**config.mk**
```make
export PLATFORM = sky130hd
export DESIGN_NAME = dir_rdx_ctrl
export DESIGN_NICKNAME = d
export VERILOG_FILES = /design/src/rtl/dir_pkg.sv /design/src/rtl/dir_line_store.sv /design/src/rtl/dir_rdx_dec.sv /design/src/rtl/dir_rdx_ctrl.sv
export SDC_FILE = /design/constraint.sdc
export NUM_CORES = 1
export LEC_CHECK = 0
export BUFFER_PORTS_ARGS = -buffer_cell sky130_fd_sc_hd__buf_2
export CORE_MARGIN = 2
export CORE_UTILIZATION = 57
export DETAILED_ROUTE_END_ITERATION = 10
export GPL_TIMING_DRIVEN = 1
export HOLD_SLACK_MARGIN = 0.15
export PLACE_DENSITY = 0.77
export SYNTH_ARGS = -nofsm -noshare
export SYNTH_HDL_FRONTEND = slang
export SYNTH_HIERARCHICAL = 1
export SYNTH_SLANG_ARGS = --single-unit
export TNS_END_PERCENT = 20
```
**constraint.sdc**
```tcl
create_clock -name clk -period 6.7 [get_ports clk]
set_input_delay 0.335 -clock clk [delete_from_list [all_inputs] [get_ports clk]]
set_output_delay 0.335 -clock clk [all_outputs]
set_load 0.02 [all_outputs]
```
**src/rtl/dir_pkg.sv**
```systemverilog
package dir_pkg;
    localparam int NODES  = 16;
    localparam int NODE_W = $clog2(NODES);
    localparam int ACK_W  = $clog2(NODES + 1);

    typedef enum logic [1:0] {LS_I = 2'd0, LS_S = 2'd1, LS_O = 2'd2, LS_M = 2'd3} line_st_e;
    typedef enum logic [1:0] {MK_DATA = 2'd0, MK_FWD = 2'd1, MK_GRANT = 2'd2} msg_kind_e;
    typedef enum logic [1:0] {F_IDLE = 2'd0, F_MEM = 2'd1, F_REPLY = 2'd2} fsm_e;

    typedef struct packed {
        line_st_e             st;
        logic [NODES-1:0]     sharers;
        logic [NODE_W-1:0]    owner;
        logic                 busy;
        logic [NODE_W-1:0]    blk_node;
    } dir_entry_t;

    typedef struct packed {
        msg_kind_e            kind;
        logic                 need_mem;
        logic [NODE_W-1:0]    dest;
        logic [NODES-1:0]     inv;
        logic [ACK_W-1:0]     acks;
    } rdx_action_t;

    function automatic logic [ACK_W-1:0] popcnt(input logic [NODES-1:0] v);
        logic [ACK_W-1:0] c;
        c = '0;
        for (int i = 0; i < NODES; i++) c = c + ACK_W'(v[i]);
        return c;
    endfunction

    function automatic logic [NODES-1:0] node_bit(input logic [NODE_W-1:0] n);
        return NODES'(1) << n;
    endfunction
endpackage

```
**src/rtl/dir_line_store.sv**
```systemverilog
module dir_line_store
    import dir_pkg::*;
#(
    parameter int LINES  = 16,
    parameter int LINE_W = $clog2(LINES)
) (
    input  logic              clk,
    input  logic              rst,
    input  logic [LINE_W-1:0] rd_line,
    output dir_entry_t        rd_entry,
    input  logic              wr_en,
    input  logic [LINE_W-1:0] wr_line,
    input  dir_entry_t        wr_entry,
    input  logic              unb_valid,
    input  logic [NODE_W-1:0] unb_node,
    input  logic [LINE_W-1:0] unb_line
);
    dir_entry_t ent_q [LINES];
    logic       unb_hit;

    assign rd_entry = ent_q[rd_line];
    assign unb_hit  = unb_valid && ent_q[unb_line].busy &&
                      (ent_q[unb_line].blk_node == unb_node);

    always_ff @(posedge clk) begin
        if (rst) begin
            for (int i = 0; i < LINES; i++) ent_q[i] <= '0;
        end else begin
            for (int i = 0; i < LINES; i++) begin
                if (wr_en && wr_line == LINE_W'(i)) begin
                    ent_q[i] <= wr_entry;
                end else if (unb_hit && unb_line == LINE_W'(i)) begin
                    ent_q[i].st      <= LS_M;
                    ent_q[i].owner   <= unb_node;
                    ent_q[i].sharers <= '0;
                    ent_q[i].busy    <= 1'b0;
                end
            end
        end
    end

    // the controller never claims a line that is still blocked
    p_claim_free_r8: assert property (@(posedge clk) disable iff (rst)
        wr_en |-> !ent_q[wr_line].busy);

    // a matching unblock leaves the line Modified and free
    p_unblock_sets_m_r7: assert property (@(posedge clk) disable iff (rst)
        unb_hit |=> (ent_q[$past(unb_line)].st == LS_M) && !ent_q[$past(unb_line)].busy);
endmodule

```
**src/rtl/dir_rdx_dec.sv**
```systemverilog
module dir_rdx_dec
    import dir_pkg::*;
(
    input  dir_entry_t        entry,
    input  logic [NODE_W-1:0] req_node,
    input  logic              req_excl,
    output rdx_action_t       act,
    output dir_entry_t        next_entry
);
    logic [NODES-1:0] req_bit;
    logic [NODES-1:0] keep_mask;
    logic             has_owner;
    logic             self_owned;

    always_comb begin
        req_bit    = node_bit(req_node);
        has_owner  = (entry.st == LS_O) || (entry.st == LS_M);
        self_owned = has_owner && (entry.owner == req_node);
        keep_mask  = has_owner ? ~node_bit(entry.owner) : '1;

        act.inv  = entry.sharers & ~req_bit & keep_mask;
        act.acks = popcnt(act.inv);
        if (!has_owner) begin
            act.kind     = MK_DATA;
            act.need_mem = 1'b1;
            act.dest     = req_node;
        end else if (self_owned) begin
            act.kind     = MK_GRANT;
            act.need_mem = 1'b0;
            act.dest     = req_node;
        end else begin
            act.kind     = MK_FWD;
            act.need_mem = 1'b0;
            act.dest     = entry.owner;
        end

        next_entry = entry;
        if (req_excl) begin
            next_entry.busy     = 1'b1;
            next_entry.blk_node = req_node;
        end else begin
            unique case (entry.st)
                LS_I: begin
                    next_entry.st      = LS_S;
                    next_entry.sharers = req_bit;
                end
                LS_S: next_entry.sharers = entry.sharers | req_bit;
                LS_M: if (!self_owned) begin
                    next_entry.st      = LS_O;
                    next_entry.sharers = entry.sharers | req_bit;
                end
                LS_O: if (!self_owned) next_entry.sharers = entry.sharers | req_bit;
                default: next_entry = entry;
            endcase
        end
    end
endmodule

```
**src/rtl/dir_rdx_ctrl.sv**
```systemverilog
module dir_rdx_ctrl
    import dir_pkg::*;
#(
    parameter int LINES  = 16,
    parameter int LINE_W = $clog2(LINES)
) (
    input  logic                  clk,
    input  logic                  rst,
    input  logic                  req_valid,
    output logic                  req_ready,
    input  logic                  req_excl,
    input  logic [NODE_W-1:0]     req_node,
    input  logic [LINE_W-1:0]     req_line,
    input  logic                  unb_valid,
    input  logic [NODE_W-1:0]     unb_node,
    input  logic [LINE_W-1:0]     unb_line,
    output logic                  mem_rd_valid,
    output logic [LINE_W-1:0]     mem_rd_line,
    input  logic                  mem_rd_ready,
    output logic                  msg_valid,
    output logic [1:0]            msg_kind,
    output logic [NODE_W-1:0]     msg_dest,
    output logic [NODE_W-1:0]     msg_requester,
    output logic [ACK_W-1:0]      msg_acks,
    output logic                  inv_valid,
    output logic [NODES-1:0]      inv_mask
);
    fsm_e          fsm_q;
    dir_entry_t    cur_entry;
    dir_entry_t    nxt_entry;
    rdx_action_t   act;
    rdx_action_t   act_q;
    logic [NODE_W-1:0] node_q;
    logic [LINE_W-1:0] line_q;
    logic          accept;

    dir_line_store #(.LINES(LINES), .LINE_W(LINE_W)) u_store (
        .clk       (clk),
        .rst       (rst),
        .rd_line   (req_line),
        .rd_entry  (cur_entry),
        .wr_en     (accept),
        .wr_line   (req_line),
        .wr_entry  (nxt_entry),
        .unb_valid (unb_valid),
        .unb_node  (unb_node),
        .unb_line  (unb_line)
    );

    dir_rdx_dec u_dec (
        .entry      (cur_entry),
        .req_node   (req_node),
        .req_excl   (req_excl),
        .act        (act),
        .next_entry (nxt_entry)
    );

    assign req_ready = (fsm_q == F_IDLE) && !cur_entry.busy;
    assign accept    = req_valid && req_ready;

    always_ff @(posedge clk) begin
        if (rst) begin
            fsm_q  <= F_IDLE;
            act_q  <= '0;
            node_q <= '0;
            line_q <= '0;
        end else begin
            unique case (fsm_q)
                F_IDLE: if (accept && req_excl) begin
                    act_q  <= act;
                    node_q <= req_node;
                    line_q <= req_line;
                    fsm_q  <= act.need_mem ? F_MEM : F_REPLY;
                end
                F_MEM:   if (mem_rd_ready) fsm_q <= F_REPLY;
                F_REPLY: fsm_q <= F_IDLE;
                default: fsm_q <= F_IDLE;
            endcase
        end
    end

    assign mem_rd_valid  = (fsm_q == F_MEM);
    assign mem_rd_line   = line_q;
    assign msg_valid     = (fsm_q == F_REPLY);
    assign msg_kind      = act_q.kind;
    assign msg_dest      = act_q.dest;
    assign msg_requester = node_q;
    assign msg_acks      = act_q.acks;
    assign inv_valid     = msg_valid && (act_q.inv != '0);
    assign inv_mask      = act_q.inv;

    // reply is a single-cycle pulse
    p_reply_pulse_r11: assert property (@(posedge clk) disable iff (rst)
        msg_valid |=> !msg_valid);

    // invalidates only travel with a reply
    p_inv_with_msg_r11: assert property (@(posedge clk) disable iff (rst)
        inv_valid |-> msg_valid);

    // the requester is never among the invalidated nodes
    p_inv_skips_req_r3: assert property (@(posedge clk) disable iff (rst)
        inv_valid |-> !inv_mask[msg_requester]);

    // forward and grant replies skip memory
    p_fwd_no_mem_r4: assert property (@(posedge clk) disable iff (rst)
        (msg_valid && msg_kind != 2'd0) |-> !$past(mem_rd_valid));

    // memory read request is held stable until taken
    p_mem_hold_r2: assert property (@(posedge clk) disable iff (rst)
        (mem_rd_valid && !mem_rd_ready) |=> (mem_rd_valid && $stable(mem_rd_line)));
endmodule

```
-- Word level (Yosys, flattened, before mapping)
Memories as Yosys holds them, arrays and structs flattened.
Cells that the tools add are included.
- memories kept: 1
- word-level logic and storage cells: 404
- register bits: 37
- output and inout bits: 39
- input bits: 22
- memory bits (writable): 432
- shift-type cells: 2
- reduce and logical (&&, ||, !) cells: 48
- add/subtract/negate cells: 15
- bitwise gates (word level): 85
- equal/unequal tests: 39
- multiplexer cells: 207
- memory list (memory ; words ; bits a word ; rd ports ; clocked after Yosys merged registers in ; wr ports ; RTL line ; source):
    u_store.ent_q ; 16 ; 27 ; 2 ; 0 ; 16 ; dir_line_store.sv:18 ; dir_entry_t ent_q [LINES];
- operators by type and width (cell ; number):
    two-way mux 27 bit ; 16
    two-way mux 16 bit ; 18
    two-way mux 1 bit ; 130
    OR 1 bit ; 80
    adder 5 x 1 -> 5 bit ; 14
    == test 4 bit (second input constant) ; 16
    two-way mux 4 bit ; 16
    case mux 16 bit (4 select lines) ; 1
    logical AND 1 bit ; 39
    two-way mux 2 bit ; 19
    AND 16 bit ; 2
    == test 4 x 3 -> 1 bit (second input constant) ; 8
    inverter 16 bit ; 2
    << shifter 1 x 4 -> 16 bit (first input constant) ; 2
    two-way mux 22 bit ; 1
    two-way mux 18 bit ; 1
    == test 4 x 2 -> 1 bit (second input constant) ; 4
    OR 16 bit ; 1
    nonzero test 16 bit ; 1
    two-way mux 7 bit ; 2
    == test 4 x 1 -> 1 bit (second input constant) ; 2
    == test 4 bit ; 2
    zero test 4 bit ; 2
    case mux 2 bit (2 select lines) ; 2
    other kinds (9) ; 15

-- Depth between registers and ports, before layout
Gate-level depths: netlist (run 1).
An unclocked memory read counts as a cell.
- depth after elaboration: 20
- depth in mapped cells: 25

-- Modules after synthesis
Netlist (run 1), hierarchy kept.
- by module, submodules not included (module ; cells an instance ; instances ; seq. area each (um^2) ; area an instance (um^2)):
    dir_line_store ; 1407 ; 1 ; 12972.4 ; 20960.1
    dir_rdx_ctrl ; 171 ; 1 ; 740.7 ; 1764.2
    dir_rdx_dec ; 223 ; 1 ; 0.0 ; 1582.8

-- Worst setup path before layout (run 1)
No wires, ideal clock.
- path kind: input port to flip-flop
- start: input req_line[0]
- end: register act_q, in the netlist msg_acks[4]
- path buffers: 3
- arrival: 6938 ps
- stages: 24
- path slack: -357 ps
- required time: 6582 ps
- cells stage by stage: clkbuf_1 -> buf_1 -> mux4_2 -> mux4_2 -> inv_1 -> ha_1 -> nor2_1 -> clkbuf_1 -> or2_2 -> o311ai_0 -> fa_1 -> inv_1 -> ha_1 -> inv_1 -> fa_1 -> fa_1 -> inv_1 -> fa_1 -> fa_1 -> fa_1 -> a21oi_1 -> o21bai_1 -> nand2b_1 -> mux2i_1
- RTL lines (item ; RTL line ; source):
    from (decl) ; dir_rdx_ctrl.sv:13 ; input logic [LINE_W-1:0] req_line,
    to (signal assigned) ; dir_rdx_ctrl.sv:70 ; act_q <= act;
    to (decl) ; dir_rdx_ctrl.sv:32 ; rdx_action_t act_q;

==> results of run 1 <==
## layer usage
metal | up-vias | track usage | part of all wire
li1 | 6854 | - | -
met1 | 8368 | 0.442 | 0.34
met2 | 1562 | 0.513 | 0.45
met3 | 363 | 0.104 | 0.15
met4 | 0 | 0.163 | 0.059
met5 | - | 0 | 0
## per-stage QoR
| step | utilization | hold WS, ps | setup slack [ps] |
|---|---|---|---|
| global route | 0.635 | 187 | 16.3 |
| floorplan | - | 490 | 74.6 |
| detailed placement | 0.594 | 462 | 183 |
| CTS | 0.635 | 155 | 222 |
| finish | 0.635 | 169 | 230 |
| global placement | 0.594 | 455 | 234 |
## cells in the final DEF (no fill, tap or decap), types with 8 or more instances in the layout
cell type	count
mux2_2	11
nor3_1	18
mux2i_1	65
and3_1	156
fa_1	11
edfxtp_1	432
nand2_1	114
mux4_2	151
a21oi_1	25
buf_4	56
clkbuf_1	8
a31oi_1	21
nor2_1	177
clkinv_2	11
clkbuf_16	49
buf_2	58
nor2b_1	17
o21bai_2	8
nand4_1	10
nand3_1	18
dfxtp_1	37
a22o_1	10
nor3_2	11
o41ai_1	14
o21ai_0	11
nor4_1	8
o32a_1	16
ha_1	13
nand2b_1	83
inv_1	32
o22ai_1	29
and2_1	19
## layout make-up
cell class / instances / area (µm²) / share of cell area
clock buffer: 57 / 1260 / 0.0470
clock inverter: 34 / 400 / 0.0150
inverter: 33 / 126 / 0.00473
multi-input combinational: 1113 / 9680 / 0.362
sequential: 469 / 13700 / 0.514
tap: 539 / 674 / 0.0253
timing repair buffer: 125 / 852 / 0.0319
## where the power goes
part           total (W)  internal [W]  leakage, nW  switching, W
Clock            0.00282       0.00163        0.796       0.00120
Combinational    0.00137      0.000517         4.61      0.000857
Sequential       0.00347       0.00340         4.76     0.0000677
## repair_timing
| action | CTS | global route |
|---|---|---|
| endpoints found under the hold margin | 7 | 0 |
| hold buffers | 7 | 0 |
| gates resized for setup | 0 | 3 |
| endpoints found under the setup margin | 0 | 1 |
## cell families after synthesis
family,after synthesis,synth area share
buffers and inverters,219,0.0425
xor gates and xnor gates,12,0.00463
muxes,227,0.172
adders and majority gates,24,0.0158
AOI/OAI and AO/OA,185,0.0578
DFF,469,0.564
and+or+nand+nor,665,0.143
## worst max path at each step
stage                      startpoint     endpoint  slack, ps
after detailed placement  req_line[0]  msg_acks[4]        180
after global routing      req_line[0]  msg_acks[4]         20
after global placement    req_line[0]  msg_acks[4]        230
final                     req_line[0]  msg_acks[4]        230
after CTS                 req_line[0]  msg_acks[4]        220
after floorplan           req_line[0]  msg_acks[4]         70
## state kept, by name, summed over array words and instances (netlist names)
| register | cells |
|---|---|
| fsm_q | 2 |
| inv_mask | 16 |
| mem_rd_line | 4 |
| msg_acks | 5 |
| msg_dest | 4 |
| msg_kind | 2 |
| msg_requester | 4 |
| u_store/ent_q | 432 |
## worst register-to-register path, delay by kind of cell (launching register included)
kind	cells	cell delay, ps
compound gates	3	620
flops	1	380
mux	3	1100
simple gates	3	500
buf+inv	5	440
fa+ha+maj	8	3130
==> results.yml, run 1 <==
logic_synthesis:
  yosysSeqAreaShare: 0.564
  synth-edff-count: 432
  synth_commonest_cells: "432 x edfxtp_1, 179 x nor2_1, 156 x and3_1, 151 x mux4_2, 132 x clkbuf_1"
  syn_area_mm2: 0.0243
  yosysWarnings: 6
  synth_area_leaders: "edfxtp_1 53%, mux4_2 14%, and3_1 4.0%, dfxtp_1 3.0%, nor2_1 2.8%"
  synth_top_area_cell: "edfxtp_1"
  synth-seq-cells: 469
  syn_area_per_cell_um2: 13.5
  async_reset_ff_frac: 0
  syn-num-nets: 1847
  synthFlopType: "edfxtp_1"
  synthCells: 1801
  synth_top_area_frac: 0.534
  post_synth_num_cell_types: 68
  synth_most_common_cell: "edfxtp_1"
power:
  power_w: 0.00767
  p_leak_nw: 10.2
  peakVddDrop_mv: 0.206
  power_density_mw_per_mm2: 287
status:
  outcome: "completed"
grt:
  grt-ovfl-total: 0
  antenna_found_initial: 2
  global_route.usage.total: 0.336
  grt_pass1_vias: 16800
  grt_max_degree: 81
  grt_pass1_wl_um: 108000
hold_path:
  hold_path_class: "in -> reg"
  min-delay-start: "req_node[1]"
  hold_path_depth: 3
  hold_path_end: "msg_requester[1]"
worst_setup_path:
  cp_cell_sequence: "dlygate4sd3_1 > buf_12 > mux4_2 > mux4_2 > inv_1 > ha_1 > nor2_1 > or2_2 > o311a_1 > inv_1 > fa_1 > inv_1 > ha_1 > inv_1 > fa_1 > fa_1 > inv_1 > fa_1 > fa_1 > fa_1 > a21oi_1 > o21bai_1 > nand2b_1 > mux2i_1"
  crit_path_frequent_cell: "fa_1"
  crit_fanout: 14
  cp-end-kind: "flip-flop"
  path_buf_inv: 7
  crit_type: "in -> reg"
  critPathRequiredTime_ps: 7180
  cpLargestDelayFamily: "adder cells"
  cp_slowest_cell: "dlygate4sd3_1"
  cp-start-kind: "input pin"
  rr_endpoint: "msg_acks[4]"
  cp.depth: 24
  slowest_delay_ps: 600
  timing.rr.start: "u_store/ent_q[7][25]"
  crit_arrival_ps: 6950
  r2r_slack_ps: 400
  r2r_cells: 22
floorplan:
  die_x_um: 211
  start_util: 0.578
  coreArea_mm2: 0.0420
  ios: 61
  fp.dieArea_mm2: 0.0443
  fp.dieH_um: 211
  rows: 75
route:
  via_per_inst: 7.24
  routedWlPerCell_um: 30.9
  vias: 17100
  drc: 0
  drtIter0Drc: 3081
  wirelength_um: 73300
  drtAntennaViolNets: 0
  dr.pass1.iters: 6
sta:
  worst_slew_pin_slew_ps: 1320
  hold_violations: 0
  max_freq_mhz: 155
  rsz0062_at_grt: "no"
  max_slew_margin: 0.119
  setup_viol: 0
  fin_setup_tns_ps: 0
  period_share: 0.966
  finClkSkew_ps: 31.1
  timing.final.crit_period_ps: 6470
  slew_viol_final: 0
placed_design:
  post-place-cells: 2272
  io_buffers: 60
  hpwlAfterDp_um: 44000
  place.gp.congestion: 0.940
  dpl_cell_area_mm2: 0.0250
layout:
  nets: 1837
  final_cells: 2370
  num_antenna_cells: 0
  post_route_cells_drive_above_1_share: 0.226
  fill_cells: 2985
  fin_area_mm2: 0.0267
  syn_to_final_growth_pct: 9.85
clocking:
  cts_buffers: 49
  clock_latency_ps: 620
  clockBufferDepth: 3
  post-cts-setup-buffers: 0
  clockRootBuffer: "clkbuf_16"
  cts_tree: "yes"
  ctsHtreeMaxLevel: 2
  clk_pin_slew_ps: 60
  cts.sinks: 469
flow_run:
  cap_viol_max_count: 0
(Power assumes the default switching activity.)
==> inputs of run 2 (changes only) <==
--- a/config.mk
+++ b/config.mk
@@ -7,11 +7,11 @@
 export LEC_CHECK = 0
 export BUFFER_PORTS_ARGS = -buffer_cell sky130_fd_sc_hd__buf_2
 export CORE_MARGIN = 2
-export CORE_UTILIZATION = 57
+export CORE_UTILIZATION = 63
 export DETAILED_ROUTE_END_ITERATION = 10
 export GPL_TIMING_DRIVEN = 1
 export HOLD_SLACK_MARGIN = 0.15
-export PLACE_DENSITY = 0.77
+export PLACE_DENSITY = 0.8
 export SYNTH_ARGS = -nofsm -noshare
 export SYNTH_HDL_FRONTEND = slang
 export SYNTH_HIERARCHICAL = 1
==> constraint.sdc (replaced) <==
create_clock -name clk -period 6.8 [get_ports clk]
set_input_delay 0.34 -clock clk [delete_from_list [all_inputs] [get_ports clk]]
set_output_delay 0.34 -clock clk [all_outputs]
set_load 0.02 [all_outputs]
==> results.yml, run 2 (synthesized netlist as in run 1, its figures left out) <==
sta:
  max_slew_margin: 0.265
  timing.final.crit_period_ps: 6240
  slew_viol_final: 0
  max_freq_mhz: 160
  rsz0062_at_grt: "no"
  finClkSkew_ps: 11.6
  hold_violations: 0
  whs_ps: 191
  fin_setup_tns_ps: 0
  worst_slew_pin_slew_ps: 1100
  setup_viol: 0
  period_share: 0.918
floorplan:
  ios: 61
  fp.dieH_um: 200
  start_util: 0.642
  fp.dieArea_mm2: 0.0402
  rows: 71
  coreArea_mm2: 0.0378
  die_x_um: 200
power:
  power_density_mw_per_mm2: 276
  intPower_w: 0.00532
  power.share.switching: 0.273
  combPwrFrac: 0.183
  seq_power_share: 0.467
  p_leak_nw: 10.1
  p_clk_frac: 0.349
  peakVddDrop_mv: 0.239
  p_switching_w: 0.00200
route:
  wirelength_um: 70800
  dr.pass1.iters: 7
  vias: 16800
  drtAntennaViolNets: 0
  via_per_inst: 7.20
  drc: 0
  drtIter0Drc: 2513
  routedWlPerCell_um: 30.3
clocking:
  clockRootBuffer: "clkbuf_16"
  ctsHtreeMaxLevel: 2
  post-cts-setup-buffers: 0
  clock_latency_ps: 590
  cts_tree: "yes"
  clk_pin_slew_ps: 70
  clockBufferDepth: 3
  cts.sinks: 469
  cts_buffers: 47
worst_setup_path:
  crit_arrival_ps: 6700
  critPathRequiredTime_ps: 7260
  cp_cell_sequence: "mux4_2 > mux4_2 > inv_1 > ha_1 > nor2_1 > or2_2 > o311ai_0 > buf_4 > fa_1 > inv_1 > ha_1 > inv_1 > fa_1 > fa_1 > inv_1 > fa_1 > fa_1 > fa_1 > a21oi_1 > o21bai_1 > nand2b_1 > mux2i_1"
  crit_fanout: 4
  crit_path_frequent_cell: "fa_1"
  cp_slowest_cell: "mux4_2"
  cp-start-kind: "flip-flop"
  slowest_delay_ps: 530
  crit_type: "reg -> reg"
  cp-end-kind: "flip-flop"
  path_buf_inv: 5
  cpLargestDelayFamily: "adder cells"
layout:
  syn_to_final_growth_pct: 8.93
  seqCellArea_mm2: 0.0137
  multi_input_area_mm2: 0.00966
  mostFrequentLayoutCells: "432 x edfxtp_1, 178 x nor2_1, 156 x and3_1, 151 x mux4_2, 114 x nand2_1"
  fill_cells: 2515
  largest_register_ffs: 432
  num_antenna_cells: 0
  nets: 1837
  final_util: 0.700
  layout_commonest_cell: "edfxtp_1"
  largest-register: "u_store/ent_q"
  final_cells: 2338
  post_route_cells_drive_above_1_share: 0.222
grt:
  antenna_found_initial: 0
  grt_pass1_wl_um: 106000
  global_route.usage.total: 0.356
  grt_max_degree: 135
  grt_pass1_vias: 16800
  grt-ovfl-total: 0
placed_design:
  io_buffers: 60
  place.gp.congestion: 0.950
  post-place-cells: 2251
  hpwlAfterDp_um: 43500
status:
  outcome: "completed"
hold_path:
  hold_path_class: "in -> reg"
flow_run:
  cap_viol_max_count: 0
-- run 2: worst paths after layout --
| path | slack [ps] | to | start | cells after the start |
|---|---|---|---|---|
| min reg2reg | 470 | mem_rd_line[0] | mem_rd_line[0] | 2 |
| max reg2reg | 560 | msg_acks[4] | u_store/ent_q[7][25] | 22 |
| max | 560 | msg_acks[4] | u_store/ent_q[7][25] | 22 |
| min | 190 | msg_requester[0] | req_node[0] | 3 |
-- run 2: worst min-delay path: cells and delay by family --
kind                   cells  cell delay, ps
muxes                      1              60
buffers and inverters      1             210
and+or+nand+nor            1             110
-- run 2: power groups by stage --
stage / sequential, W / combinational, W / clock, W
after CTS: 0.00342 / 0.00131 / 0.00257
final: 0.00342 / 0.00134 / 0.00255
after global routing: 0.00343 / 0.00143 / 0.00268
after detailed placement: 0.00347 / 0.00130 / 0
after floorplan: 0.00347 / 0.000924 / 0
after global placement: 0.00346 / 0.00125 / 0
-- run 2: cell type report --
cell class,count,area share
Sequential cell,469,0.518
Multi-Input combinational cell,1113,0.365
Clock buffer,64,0.0508
Timing Repair Buffer,127,0.0313
Tap cell,511,0.0241
Clock inverter,21,0.00605
Inverter,33,0.00477
-- run 2: per-layer routing --
layer | vias to the layer above | share of wire | global-route usage
met4 | 0 | 0.054 | 0.172
met3 | 301 | 0.15 | 0.117
met5 | - | 0 | 0
met2 | 1453 | 0.44 | 0.524
li1 | 6868 | - | -
met1 | 8211 | 0.35 | 0.484
-- run 2: per-stage QoR --
step	total power [W]	setup slack [ps]	instance area, µm²
final	0.00731	559	26500
after global routing	0.00754	292	26500
after CTS	0.00729	613	26500
after detailed placement	0.00477	247	25000
after global placement	0.00472	260	25000
after floorplan	0.00439	16.9	24300
-- run 2: repair_timing --
| action | CTS | global route |
|---|---|---|
| setup endpoints to repair | 0 | 0 |
| gates resized for setup | 0 | 0 |
| hold endpoints to repair | 2 | 0 |
| hold buffers | 2 | 0 |
